$ cat config.mk
export PLATFORM = sky130hd
export DESIGN_NAME = ppi3_core
export DESIGN_NICKNAME = d
export VERILOG_FILES = /design/src/rtl/ppi3_pkg.sv /design/src/rtl/ppi3_sync.sv /design/src/rtl/ppi3_hs_chan.sv /design/src/rtl/ppi3_portc.sv /design/src/rtl/ppi3_core.sv
export SDC_FILE = /design/constraint.sdc
export NUM_CORES = 1
export LEC_CHECK = 0
export ABC_AREA = 1
export CORE_MARGIN = 4
export CORE_UTILIZATION = 40
export CTS_BUF_LIST = sky130_fd_sc_hd__clkbuf_16
export DETAILED_ROUTE_END_ITERATION = 10
export DONT_BUFFER_PORTS = 1
export PLACE_DENSITY = 0.64
export SYNTH_ARGS = -nofsm -noshare
export SYNTH_HDL_FRONTEND = slang
export SYNTH_SLANG_ARGS = --single-unit
$ cat constraint.sdc
create_clock -name clk -period 1.7 [get_ports clk]
set_clock_uncertainty 0.05 [all_clocks]
set_input_delay 0.255 -clock clk [delete_from_list [all_inputs] [get_ports clk]]
set_output_delay 0.255 -clock clk [all_outputs]
set_load 0.02 [all_outputs]
$ cat src/rtl/ppi3_pkg.sv
package ppi3_pkg;
   // port C bit positions owned by the strobed handshakes
   localparam int PC_IRQ_A  = 3;
   localparam int PC_STB_A  = 4;
   localparam int PC_IBF_A  = 5;
   localparam int PC_ACK_A  = 6;
   localparam int PC_OBF_A  = 7;
   localparam int PC_IRQ_B  = 0;
   localparam int PC_FLG_B  = 1;
   localparam int PC_HS_B   = 2;
   localparam int PORT_W    = 8;

   typedef struct packed {
      logic a_m1;
      logic a_in;
      logic cu_in;
      logic b_m1;
      logic b_in;
      logic cl_in;
   } ppi3_cfg_t;
endpackage

$ cat src/rtl/ppi3_sync.sv
module ppi3_sync #(
   parameter int STAGES = 0
) (
   input  logic clk,
   input  logic rst_n,
   input  logic d,
   output logic q
);
   generate
      if (STAGES == 0) begin : g_pass
         logic unused_pins;
         assign unused_pins = clk ^ rst_n;
         assign q = d;
      end else begin : g_reg
         logic [STAGES-1:0] sh;
         always_ff @(posedge clk or negedge rst_n) begin
            if (!rst_n) begin
               sh <= '1;
            end else begin
               sh[0] <= d;
               for (int i = 1; i < STAGES; i++) sh[i] <= sh[i-1];
            end
         end
         assign q = sh[STAGES-1];
      end
   endgenerate
endmodule

$ cat src/rtl/ppi3_hs_chan.sv
module ppi3_hs_chan #(
   parameter int DW = 8
) (
   input  logic          clk,
   input  logic          rst_n,
   input  logic          clr,
   input  logic          mode1,
   input  logic          is_input,
   input  logic          hs_n,
   input  logic          cpu_rd,
   input  logic          cpu_wr,
   input  logic          inte_we,
   input  logic          inte_d,
   input  logic [DW-1:0] pins,
   output logic [DW-1:0] in_data,
   output logic          ibf,
   output logic          obf,
   output logic          inte,
   output logic          irq,
   output logic          irq_chg
);
   logic hs_q;
   logic irq_o;
   logic irq_q;

   always_ff @(posedge clk or negedge rst_n) begin
      if (!rst_n) begin
         hs_q    <= 1'b1;
         irq_q   <= 1'b0;
         irq_o   <= 1'b0;
         ibf     <= 1'b0;
         obf     <= 1'b0;
         inte    <= 1'b0;
         in_data <= '0;
      end else begin
         hs_q  <= hs_n;
         irq_q <= irq;
         if (inte_we) inte <= inte_d;
         if (clr) begin
            ibf   <= 1'b0;
            obf   <= 1'b0;
            inte  <= 1'b0;
            irq_o <= 1'b0;
         end else if (mode1) begin
            if (is_input) begin
               if (!hs_n) begin
                  ibf     <= 1'b1;
                  in_data <= pins;
               end else if (cpu_rd) begin
                  ibf <= 1'b0;
               end
            end else begin
               if (cpu_wr) begin
                  obf   <= 1'b1;
                  irq_o <= 1'b0;
               end else begin
                  if (!hs_n) obf <= 1'b0;
                  if (hs_n && !hs_q && inte) irq_o <= 1'b1;
               end
            end
         end
      end
   end

   assign irq     = mode1 & (is_input ? (ibf & inte & hs_q) : irq_o);
   assign irq_chg = irq ^ irq_q;
endmodule

$ cat src/rtl/ppi3_portc.sv
module ppi3_portc
   import ppi3_pkg::*;
(
   input  ppi3_cfg_t   cfg,
   input  logic [7:0]  pc_lat,
   input  logic [7:0]  pc_in,
   input  logic        irq_a,
   input  logic        ibf_a,
   input  logic        obf_a,
   input  logic        inte_a,
   input  logic        irq_b,
   input  logic        ibf_b,
   input  logic        obf_b,
   input  logic        inte_b,
   output logic [7:0]  pc_out,
   output logic [7:0]  pc_oe,
   output logic [7:0]  pc_rd,
   output logic [7:0]  wmask
);
   logic [7:0] dir;
   logic [7:0] hs;
   logic [7:0] hs_val;
   logic [7:0] hs_oe;
   logic [7:0] hs_st;

   always_comb begin
      dir    = {{4{~cfg.cu_in}}, {4{~cfg.cl_in}}};
      hs     = '0;
      hs_val = '0;
      hs_oe  = '0;
      hs_st  = '0;
      if (cfg.a_m1) begin
         hs[PC_IRQ_A]     = 1'b1;
         hs_val[PC_IRQ_A] = irq_a;
         hs_oe[PC_IRQ_A]  = 1'b1;
         hs_st[PC_IRQ_A]  = irq_a;
         if (cfg.a_in) begin
            hs[PC_STB_A]     = 1'b1;
            hs_st[PC_STB_A]  = inte_a;
            hs[PC_IBF_A]     = 1'b1;
            hs_val[PC_IBF_A] = ibf_a;
            hs_oe[PC_IBF_A]  = 1'b1;
            hs_st[PC_IBF_A]  = ibf_a;
         end else begin
            hs[PC_ACK_A]     = 1'b1;
            hs_st[PC_ACK_A]  = inte_a;
            hs[PC_OBF_A]     = 1'b1;
            hs_val[PC_OBF_A] = ~obf_a;
            hs_oe[PC_OBF_A]  = 1'b1;
            hs_st[PC_OBF_A]  = ~obf_a;
         end
      end
      if (cfg.b_m1) begin
         hs[PC_IRQ_B]     = 1'b1;
         hs_val[PC_IRQ_B] = irq_b;
         hs_oe[PC_IRQ_B]  = 1'b1;
         hs_st[PC_IRQ_B]  = irq_b;
         hs[PC_FLG_B]     = 1'b1;
         hs_val[PC_FLG_B] = cfg.b_in ? ibf_b : ~obf_b;
         hs_oe[PC_FLG_B]  = 1'b1;
         hs_st[PC_FLG_B]  = cfg.b_in ? ibf_b : ~obf_b;
         hs[PC_HS_B]      = 1'b1;
         hs_st[PC_HS_B]   = inte_b;
      end
      wmask  = dir & ~hs;
      pc_oe  = (dir & ~hs) | hs_oe;
      pc_out = (pc_lat & ~hs) | hs_val;
      pc_rd  = (hs & hs_st) | (~hs & dir & pc_lat) | (~hs & ~dir & pc_in);
   end
endmodule

$ cat src/rtl/ppi3_core.sv
module ppi3_core
   import ppi3_pkg::*;
#(
   parameter logic [7:0] MODE_RESET     = 8'h9B,
   parameter bit         MODE2_AS_MODE1 = 1'b1,
   parameter int         HS_SYNC        = 0
) (
   input  logic        clk,
   input  logic        rst_n,
   input  logic [1:0]  addr,
   input  logic        wr_en,
   input  logic        rd_en,
   input  logic [7:0]  wdata,
   output logic [7:0]  rdata,
   input  logic [7:0]  pa_in,
   output logic [7:0]  pa_out,
   output logic        pa_oe,
   input  logic [7:0]  pb_in,
   output logic [7:0]  pb_out,
   output logic        pb_oe,
   input  logic [7:0]  pc_in,
   output logic [7:0]  pc_out,
   output logic [7:0]  pc_oe,
   output logic        irq_a,
   output logic        irq_b,
   output logic        irq_a_chg,
   output logic        irq_b_chg
);
   localparam logic [2:0] SEL_INTE_AI = 3'(PC_STB_A);
   localparam logic [2:0] SEL_INTE_AO = 3'(PC_ACK_A);
   localparam logic [2:0] SEL_INTE_B  = 3'(PC_HS_B);

   initial begin
      assert (MODE_RESET[7]) else $error("MODE_RESET must have bit 7 set");
      assert (HS_SYNC >= 0 && HS_SYNC <= 4) else $error("HS_SYNC out of range");
   end

   logic [7:0] mode_q;
   logic [7:0] pa_lat, pb_lat, pc_lat;
   logic       a_m1;
   ppi3_cfg_t  cfg;
   logic [7:0] wmask, pc_rd;
   logic [7:0] a_data, b_data;
   logic       ibf_a, obf_a, inte_a, ibf_b, obf_b, inte_b;
   logic       hs_a_raw, hs_a_n, hs_b_n;

   generate
      if (MODE2_AS_MODE1) begin : g_m2_hs
         assign a_m1 = mode_q[6] | mode_q[5];
      end else begin : g_m2_plain
         assign a_m1 = (mode_q[6:5] == 2'b01);
      end
   endgenerate

   assign cfg = {a_m1, mode_q[4], mode_q[3], mode_q[2], mode_q[1], mode_q[0]};

   logic       mode_we, bsr_we;
   logic [2:0] bsr_sel;
   assign mode_we = wr_en && (addr == 2'd3) &&  wdata[7];
   assign bsr_we  = wr_en && (addr == 2'd3) && !wdata[7];
   assign bsr_sel = wdata[3:1];

   always_ff @(posedge clk or negedge rst_n) begin
      if (!rst_n) begin
         mode_q <= MODE_RESET;
         pa_lat <= '0;
         pb_lat <= '0;
         pc_lat <= '0;
      end else if (mode_we) begin
         mode_q <= wdata;
         pa_lat <= '0;
         pb_lat <= '0;
         pc_lat <= '0;
      end else begin
         if (wr_en && addr == 2'd0 && !cfg.a_in) pa_lat <= wdata;
         if (wr_en && addr == 2'd1 && !cfg.b_in) pb_lat <= wdata;
         if (wr_en && addr == 2'd2) pc_lat <= (pc_lat & ~wmask) | (wdata & wmask);
         if (bsr_we && wmask[bsr_sel]) pc_lat[bsr_sel] <= wdata[0];
      end
   end

   assign hs_a_raw = cfg.a_in ? pc_in[PC_STB_A] : pc_in[PC_ACK_A];

   ppi3_sync #(.STAGES(HS_SYNC)) u_sync_a (.clk(clk), .rst_n(rst_n), .d(hs_a_raw), .q(hs_a_n));
   ppi3_sync #(.STAGES(HS_SYNC)) u_sync_b (.clk(clk), .rst_n(rst_n), .d(pc_in[PC_HS_B]), .q(hs_b_n));

   ppi3_hs_chan #(.DW(PORT_W)) u_chan_a (
      .clk(clk), .rst_n(rst_n), .clr(mode_we), .mode1(cfg.a_m1), .is_input(cfg.a_in),
      .hs_n(hs_a_n), .cpu_rd(rd_en && addr == 2'd0), .cpu_wr(wr_en && addr == 2'd0),
      .inte_we(bsr_we && cfg.a_m1 && bsr_sel == (cfg.a_in ? SEL_INTE_AI : SEL_INTE_AO)),
      .inte_d(wdata[0]), .pins(pa_in), .in_data(a_data), .ibf(ibf_a), .obf(obf_a),
      .inte(inte_a), .irq(irq_a), .irq_chg(irq_a_chg));

   ppi3_hs_chan #(.DW(PORT_W)) u_chan_b (
      .clk(clk), .rst_n(rst_n), .clr(mode_we), .mode1(cfg.b_m1), .is_input(cfg.b_in),
      .hs_n(hs_b_n), .cpu_rd(rd_en && addr == 2'd1), .cpu_wr(wr_en && addr == 2'd1),
      .inte_we(bsr_we && cfg.b_m1 && bsr_sel == SEL_INTE_B),
      .inte_d(wdata[0]), .pins(pb_in), .in_data(b_data), .ibf(ibf_b), .obf(obf_b),
      .inte(inte_b), .irq(irq_b), .irq_chg(irq_b_chg));

   ppi3_portc u_portc (
      .cfg(cfg), .pc_lat(pc_lat), .pc_in(pc_in),
      .irq_a(irq_a), .ibf_a(ibf_a), .obf_a(obf_a), .inte_a(inte_a),
      .irq_b(irq_b), .ibf_b(ibf_b), .obf_b(obf_b), .inte_b(inte_b),
      .pc_out(pc_out), .pc_oe(pc_oe), .pc_rd(pc_rd), .wmask(wmask));

   always_comb begin
      case (addr)
         2'd0:    rdata = cfg.a_in ? (cfg.a_m1 ? a_data : pa_in) : pa_lat;
         2'd1:    rdata = cfg.b_in ? (cfg.b_m1 ? b_data : pb_in) : pb_lat;
         2'd2:    rdata = pc_rd;
         default: rdata = mode_q;
      endcase
   end

   assign pa_out = pa_lat;
   assign pb_out = pb_lat;
   assign pa_oe  = ~cfg.a_in;
   assign pb_oe  = ~cfg.b_in;
endmodule

==> impl_metrics.py, run 1 <==
metrics = {
    "outcome": {
        "status": "complete, but fails checks",
        "violations": "negative hold slack, negative setup slack",
    },
    "die": {
        "pin_count": 84,
        "die_x_um": 103.4,
        "rows": 34,
        "core-area_um2": 8806,
        "initial_core_util_pct": 41.38,
        "die_y_um": 103.4,
        "die_area_um2": 10700,
    },
    "layout": {
        "antennaDiodeCount": 0,
        "synthToLayoutAreaGrowth_pct": 39.63,
        "drive_above_1_share_pct": 34.18,
        "final_cell_mix": "nand2_1, dfrtp_1, buf_4",
        "final_common_cell": "nand2_1",
        "num-nets-final": 627,
        "fin_area_um2": 5087,
        "nFillCells": 769,
    },
    "grt": {
        "grt_max_degree": 61,
        "grt_pass1_vias": 3794,
        "grt_usage_pct": 24.06,
        "antenna_found_initial": 0,
        "grt_pass1_wl_um": 19610,
        "overflow": 0,
    },
    "yosys": {
        "netlist_area_um2": 3643,
        "synth_top_family_by_area": "simple AND/OR/NAND/NOR gates",
        "syn_inst": 512,
        "synth_compound_area_share_pct": 15.93,
        "synth.ff_latch_count": 60,
        "synth-simple-area-share_pct": 33.96,
        "synth-adder-area-share_pct": 0,
        "synthXorXnorAreaFrac_pct": 0.4808,
        "synth_area_per_cell_um2": 7.116,
        "yosys-mux-area-fraction_pct": 0,
        "synthDistinctLibCells": 35,
        "synth_nets": 550,
        "yosys_warnings": 0,
        "synth_seq_area_share_pct": 41.45,
    },
    "placement": {
        "io_buffers": 0,
        "dpl_cell_area_um2": 4198,
        "gp_congestion": 0.9253,
        "dp_hpwl_um": 8831,
    },
    "clock_tree": {
        "cts_tree": "done",
        "htreeDepth": 3,
        "hold_buffers": 1,
        "clock_latency_ns": 0.33,
        "cts_buffers": 9,
        "clk_pin_slew_worst_paths_ns": 0.05,
        "root_buffer": "clkbuf_16",
        "clkSinkCount": 60,
        "ctsLongestPathBuffers": 2,
    },
    "timing": {
        "report.final.slew_viol_count": 0,
        "hold_violations": 60,
        "fin_crit_sh_pct": 122.1,
        "whs_ns": -0.4189,
        "fmax_mhz": 481.7,
        "worst_pin_slew_ns": 0.4427,
        "finalSetupViolations": 29,
        "slew_headroom_pct": 70.45,
        "rsz0062_at_grt": "true",
        "min_period_ns": 2.076,
        "setup_slack_ns": -0.3759,
        "setup_tns_ns": -6.147,
    },
    "detailed_routing": {
        "vias_per_cell": 5.514,
        "vias": 3871,
        "ant_nets": 0,
        "wl_um": 12360,
        "drc": 0,
        "first_iter_violations": 283,
        "drt_first_pass_iters": 9,
        "wl_per_cell_um": 17.61,
    },
    "critical_path": {
        "reg2reg_slack_ns": -0.23,
        "worstSetupEndpointType": "output pin",
        "cp_max_fo": 6,
        "rr_startpoint": "mode_q[6]",
        "path_class": "reg2out",
        "rr_endpoint": "pc_lat[1]",
        "required_ns": 1.39,
        "arrival_ns": 1.77,
        "reg2reg_depth": 12,
        "critPathLaunchType": "register",
    },
    "min_path": {
        "min_path_type": "in2async",
    },
    "power_and_ir_drop": {
        "p_per_area_nw_per_um2": 1452,
        "vdd_drop_max_mv": 0.5755,
        "leakagePower_nw": 2.488,
    },
    "job": {
        "drv_cap": 0,
    },
}
[where the power goes]
| group | internal [mW] | total (mW) | switching (mW) |
|---|---|---|---|
| logic | 1.45 | 3.24 | 1.79 |
| registers | 1.92 | 2.42 | 0.502 |
| clock network | 1.10 | 1.73 | 0.625 |
[state kept, by name, indices dropped and copies added, names as in the netlist, 8 cells and up]
signal / flops
mode_q: 8
pa_out: 8
pb_out: 8
pc_lat: 8
u_chan_a.in_data: 8
u_chan_b.in_data: 8
[layout make-up]
type	count	area, um^2	area share (%)
repair buffers	89	839.6	16.50
clock inverters	7	53.80	1.058
flip-flops and latches	60	1510	29.69
multi-input cells	382	2138	42.03
clock buffers	9	225.2	4.427
inverters	47	185.2	3.640
well taps	108	135.1	2.656
[synthesized netlist by cell type (all sizes together)]
cell	number	area share (%)
nand2	166	17
o21ai	77	12
dfrtp	53	36
nor2	50	6.4
inv	47	4.9
nand3	42	5.8
buf	15	2.4
nand4	11	2.3
o211ai	10	2.1
a21oi	9	1.3
clkbuf	8	0.82
dfstp	7	5.0
nor3	6	1.1
and2	2	0.34
o2111ai	2	0.48
or2	2	0.34
xnor2	2	0.48
a31oi	1	0.17
nand3b	1	0.21
o22ai	1	0.17
[how the worst max path moves through the flow]
| stage | start | endpoint | slack (ns) |
|---|---|---|---|
| final | mode_q[4] | rdata[4] | -0.38 |
| after global placement | mode_q[4] | pc_out[7] | -0.12 |
| after detailed placement | mode_q[4] | rdata[6] | -0.07 |
| after global routing | mode_q[4] | rdata[4] | -0.45 |
| after CTS | mode_q[6] | rdata[3] | -0.34 |
| after floorplan | mode_q[3] | rdata[4] | -0.01 |
[cells by family after synthesis]
group,after synthesis
flops,60
buf+inv,70
compound gates,100
simple gates,280
xor+xnor,2
[metal layers]
metal	track usage [%]	up-vias	share of wire [%]
li1	-	1846	-
met1	31.00	1818	40
met2	38.28	180	47
met3	7.914	27	10
met4	7.669	0	2.2
met5	0	-	0
[repair_timing]
action                     4_1_cts  5_1_grt
setup endpoints to repair       29       31
resized for setup               64       73
cloned                           2        0
hold endpoints to repair        61       60
pin swaps                       17       27
buffers inserted                11       12
[metrics by stage]
step	utilization [%]	total power, mW	hold slack (ns)	instances	setup WS (ns)
after detailed placement	47.67	4.928	-0.08822	664	-0.07450
final	57.77	7.385	-0.4189	702	-0.3759
after CTS	54.23	7.019	-0.4282	692	-0.3416
after global placement	47.67	4.886	-0.08809	664	-0.1169
after global routing	57.77	7.854	-0.4394	702	-0.4542
after floorplan	-	3.920	-0.09059	512	-0.01131
[critical path, cell delays in order, from the launching register on]
cell and delay (ns):
dfstp_2 0.57, inv_4 0.07, nor2_4 0.17, nor2_4 0.07, nand2_1 0.08, nand3_2 0.08, nand2_2 0.08, o2111ai_2 0.13
buf_4 0.19
Power figures use the tool's default switching activity.
==> run 2: changes to the inputs <==
- HOLD_SLACK_MARGIN: not set -> 0.03
- RECOVER_POWER: not set -> 100
==> run 2 against run 1 <==
Net effect: utilization up 0.68 points; register-to-register slack about the same; critical path depth unchanged; global-route usage up 0.48 points; first-iteration DRC count up 31%; the run still ends with negative hold slack, negative setup slack left; worst setup slack better by 0.0012 ns; cell count up 1.9%; die area unchanged; clock-buffer cell count unchanged; final area up 1.2%.
==> impl_metrics.py, run 2 (same netlist as run 1, synthesis figures left out) <==
metrics = {
    "outcome": {
        "status": "complete, but fails checks",
        "violations": "negative hold slack, negative setup slack",
    },
    "placement": {
        "io_buffers": 0,
        "place_inst": 664,
        "dpl_cell_area_um2": 4198,
        "pre_cts_ws_ns": -0.07450,
        "dp_hpwl_um": 8831,
        "gp_congestion": 0.9253,
    },
    "detailed_routing": {
        "wl_um": 12680,
        "ant_nets": 0,
        "wl_per_cell_um": 17.73,
        "drt_first_pass_iters": 5,
        "drc": 0,
        "vias_per_cell": 5.548,
        "vias": 3967,
        "first_iter_violations": 370,
    },
    "clock_tree": {
        "clkSinkCount": 60,
        "htreeDepth": 3,
        "cts_buffers": 9,
        "clk_pin_slew_worst_paths_ns": 0.05,
        "cts_tree": "done",
        "root_buffer": "clkbuf_16",
        "ctsLongestPathBuffers": 2,
        "hold_buffers": 14,
        "clock_latency_ns": 0.32,
    },
    "grt": {
        "grt_pass1_wl_um": 20040,
        "overflow": 0,
        "grt_max_degree": 61,
        "grt_usage_pct": 24.54,
        "grt_pass1_vias": 3871,
        "antenna_found_initial": 0,
    },
    "timing": {
        "slew_headroom_pct": 53.40,
        "min_period_ns": 2.075,
        "hold_violations": 60,
        "setup_slack_ns": -0.3747,
        "finalSetupViolations": 33,
        "whs_ns": -0.4194,
        "fmax_mhz": 482.0,
        "rsz0062_at_grt": "true",
        "worst_pin_slew_ns": 0.6990,
        "report.final.slew_viol_count": 0,
        "fin_crit_sh_pct": 122.0,
        "setup_tns_ns": -6.285,
    },
    "layout": {
        "synthToLayoutAreaGrowth_pct": 41.28,
        "final_cell_mix": "nand2_1, buf_4, dfrtp_1",
        "drive_above_1_share_pct": 31.96,
        "finalNonFillerCells": 715,
        "utilization_pct": 58.45,
        "num-nets-final": 640,
        "final_common_cell": "nand2_1",
        "fin_area_um2": 5147,
        "antennaDiodeCount": 0,
    },
    "critical_path": {
        "startpoint": "mode_q[4]",
        "worstSetupEndpointType": "output pin",
        "path_class": "reg2out",
        "required_ns": 1.39,
        "arrival_ns": 1.77,
        "cp_max_fo": 6,
        "rr_startpoint": "mode_q[6]",
        "critPathLaunchType": "register",
    },
    "die": {
        "die_area_um2": 10700,
        "rows": 34,
        "die_x_um": 103.4,
        "die_y_um": 103.4,
        "initial_core_util_pct": 41.38,
        "pin_count": 84,
        "core-area_um2": 8806,
    },
    "job": {
        "drv_cap": 0,
    },
    "power_and_ir_drop": {
        "p_total_mw": 7.366,
        "leakagePower_nw": 2.505,
        "p_per_area_nw_per_um2": 1431,
        "vdd_drop_max_mv": 0.5669,
    },
    "min_path": {
        "min_path_type": "in2async",
    },
}
[run 2: per-layer routing]
metal	track usage, %	vias up	wire, um
li1	-	1869	-
met1	32.09	1894	5170
met2	39.22	177	6048
met3	7.109	27	1220
met4	7.769	0	237
met5	0	-	0
[run 2: area by class of cell]
class | instances | area [um^2]
Clock inverter | 7 | 53.80
Tap cell | 108 | 135.1
Timing Repair Buffer | 102 | 937.1
Inverter | 47 | 185.2
Clock buffer | 9 | 225.2
Sequential cell | 60 | 1510
Fill cell | 777 | 3659
Multi-Input combinational cell | 382 | 2101
[run 2: worst paths after layout]
kind | end | slack, ns | cells past startpoint
min | u_chan_b.irq_q | -0.42 | 0
min reg2reg | u_chan_b.in_data[1] | 0.44 | 2
min in group clk | pc_lat[7] | 0.03 | 2
max | rdata[4] | -0.37 | 8
max reg2reg | pc_lat[1] | -0.24 | 12
max in group asynchronous | u_chan_a.hs_q | 1.79 | 0
[run 2: timing repair]
action / CTS / global route
pin swaps: 17 / 27
gates cloned: 2 / 0
hold endpoints to repair: 75 / 60
setup endpoints to repair: 29 / 31
buffers inserted: 11 / 12
resized for setup: 64 / 61
[run 2: power by group]
part | switching (mW) | internal, mW | total, mW
clock | 0.622 | 1.10 | 1.73
combinational | 1.78 | 1.43 | 3.22
sequential | 0.504 | 1.92 | 2.42
total | 2.91 | 4.46 | 7.37
[run 2: worst max-delay path, cell delays in order (launching register included)]
cell	delay, ns
dfstp_2	0.57
inv_4	0.07
nor2_4	0.17
nor2_4	0.06
nand2_1	0.08
nand3_2	0.08
nand2_2	0.08
o2111ai_2	0.13
buf_4	0.19
==> run 3: changes to the inputs <==
- CORE_UTILIZATION: 40 -> 45
- PLACE_DENSITY: 0.64 -> 0.7
- SKIP_CTS_REPAIR_TIMING: not set -> 1
==> run 3 against run 2 <==
Net effect: the run still ends with negative hold slack, negative setup slack left; non-clock buffer count shrank 20; highest routed layer unchanged; final area fell by 5.7%; sequential cell count unchanged; sequential share of layout area increased by 1.8 points; sequential power about the same; via count fell by 3.6%; cell count decreased by 3.6%; worst setup slack better by 0.012 ns; clock power rose by 10%.
==> impl_metrics.py, run 3 (same netlist as run 1, synthesis figures left out) <==
metrics = {
    "outcome": {
        "status": "complete, but fails checks",
        "violations": "negative hold slack, negative setup slack",
    },
    "die": {
        "initial_core_util_pct": 46.67,
        "core-area_um2": 7807,
        "die_x_um": 97.98,
        "die_y_um": 97.98,
        "rows": 32,
        "die_area_um2": 9600,
        "pin_count": 84,
    },
    "timing": {
        "min_period_ns": 2.062,
        "hold_violations": 60,
        "fin_crit_sh_pct": 121.3,
        "slew_headroom_pct": 57.88,
        "worst_pin_slew_ns": 0.6318,
        "fmax_mhz": 484.9,
        "rsz0062_at_grt": "true",
        "finalSetupViolations": 31,
        "setup_slack_ns": -0.3623,
        "report.final.slew_viol_count": 0,
        "whs_ns": -0.4286,
    },
    "detailed_routing": {
        "vias_per_cell": 5.550,
        "drt_first_pass_iters": 5,
        "met3_length_um": 852,
        "wl_met2_um": 5983,
        "wl_per_cell_um": 17.36,
        "wirelength_met1_um": 4798,
        "highest_layer": "met4",
        "drc": 0,
        "first_iter_violations": 335,
        "ant_nets": 0,
        "wl_um": 11960,
        "vias": 3824,
    },
    "critical_path": {
        "worstSetupEndpointType": "output pin",
        "critPathLaunchType": "register",
        "arrival_ns": 1.76,
        "rr_startpoint": "mode_q[2]",
        "required_ns": 1.39,
        "startpoint": "mode_q[6]",
        "reg2reg_depth": 10,
        "path_class": "reg2out",
        "cp_max_fo": 12,
    },
    "layout": {
        "num-nets-final": 620,
        "antennaDiodeCount": 0,
        "drive_above_1_share_pct": 27.26,
        "fin_area_um2": 4855,
        "final_common_cell": "nand2_1",
        "final_cell_mix": "nand2_1, dfrtp_1, buf_4",
        "synthToLayoutAreaGrowth_pct": 33.24,
        "nFillCells": 667,
    },
    "power_and_ir_drop": {
        "vdd_drop_max_mv": 0.5980,
        "leakagePower_nw": 2.354,
        "p_per_area_nw_per_um2": 1486,
    },
    "min_path": {
        "min_path_type": "in2async",
    },
    "placement": {
        "io_buffers": 0,
        "gp_congestion": 0.9154,
        "dp_hpwl_um": 8686,
        "pre_cts_ws_ns": -0.08530,
        "dpl_cell_area_um2": 4163,
    },
    "clock_tree": {
        "cts_tree": "done",
        "clock_latency_ns": 0.33,
        "htreeDepth": 3,
        "clk_pin_slew_worst_paths_ns": 0.06,
        "cts_buffers": 9,
        "root_buffer": "clkbuf_16",
        "clkSinkCount": 60,
        "ctsLongestPathBuffers": 2,
    },
    "grt": {
        "antenna_found_initial": 0,
        "grt_pass1_vias": 3703,
        "grt_pass1_wl_um": 18480,
        "grt_max_degree": 61,
        "grt_usage_pct": 24.02,
        "overflow": 0,
    },
    "job": {
        "drv_cap": 0,
    },
}
[run 3: changes by cell type in the layout (fill, tap and decap cells not counted), sizes merged]
| cell | change |
|---|---|
| buf | -16 |
| clkinv | +1 |
| inv | -3 |
| bufinv | +1 |
| clkinvlp | +1 |
| dlygate4sd3 | -4 |
[run 3: worst max-delay path, cell delays in order (launching register included)]
cell      delay (ns)
dfrtp_1         0.43
inv_2           0.12
nand2_4         0.08
buf_4           0.18
a21oi_1         0.13
o21ai_0         0.10
o211ai_1        0.11
nand4_1         0.11
buf_4           0.17
[run 3: routing by layer]
layer | vias to the layer above | GRT usage (%)
li1 | 1817 | -
met1 | 1825 | 29.72
met2 | 151 | 40.31
met3 | 31 | 5.786
met4 | 0 | 9.585
met5 | - | 0
[run 3: per-stage QoR]
stage / power (mW) / hold slack (ns) / std cells / utilization, % / setup TNS [ns]
floorplan: 3.920 / -0.09059 / 512 / - / -0.01131
global placement: 4.837 / -0.08815 / 656 / 53.32 / -0.09716
detailed placement: 4.891 / -0.08816 / 656 / 53.32 / -0.1617
CTS: 6.820 / -0.4301 / 672 / 57.28 / -5.452
global route: 7.626 / -0.4403 / 689 / 62.18 / -8.781
finish: 7.216 / -0.4286 / 689 / 62.18 / -5.675
[run 3: final cells by class]
cell class	instances	area [um^2]	area share [%]
tap	102	127.6	2.629
clock buffer	9	225.2	4.639
clock inverter	7	83.83	1.727
inverter	47	182.7	3.763
timing repair buffer	82	721.9	14.87
multi-input combinational	382	1999	41.19
sequential	60	1514	31.19
[run 3: worst paths after layout]
kind	endpoint	slack, ns
setup / recovery	rdata[1]	-0.36
hold / removal	u_chan_b.in_data[7]	-0.43
setup reg to reg	pc_lat[0]	0.02
hold reg to reg	u_chan_b.in_data[2]	0.44
max in group asynchronous	u_chan_a.hs_q	1.84
min in group clk	mode_q[0]	0.01
[run 3: power breakdown]
part | internal, mW | switching, mW | leakage, nW
Clock | 1.26 | 0.651 | 0.152
Sequential | 1.92 | 0.522 | 0.742
Combinational | 1.24 | 1.62 | 1.46
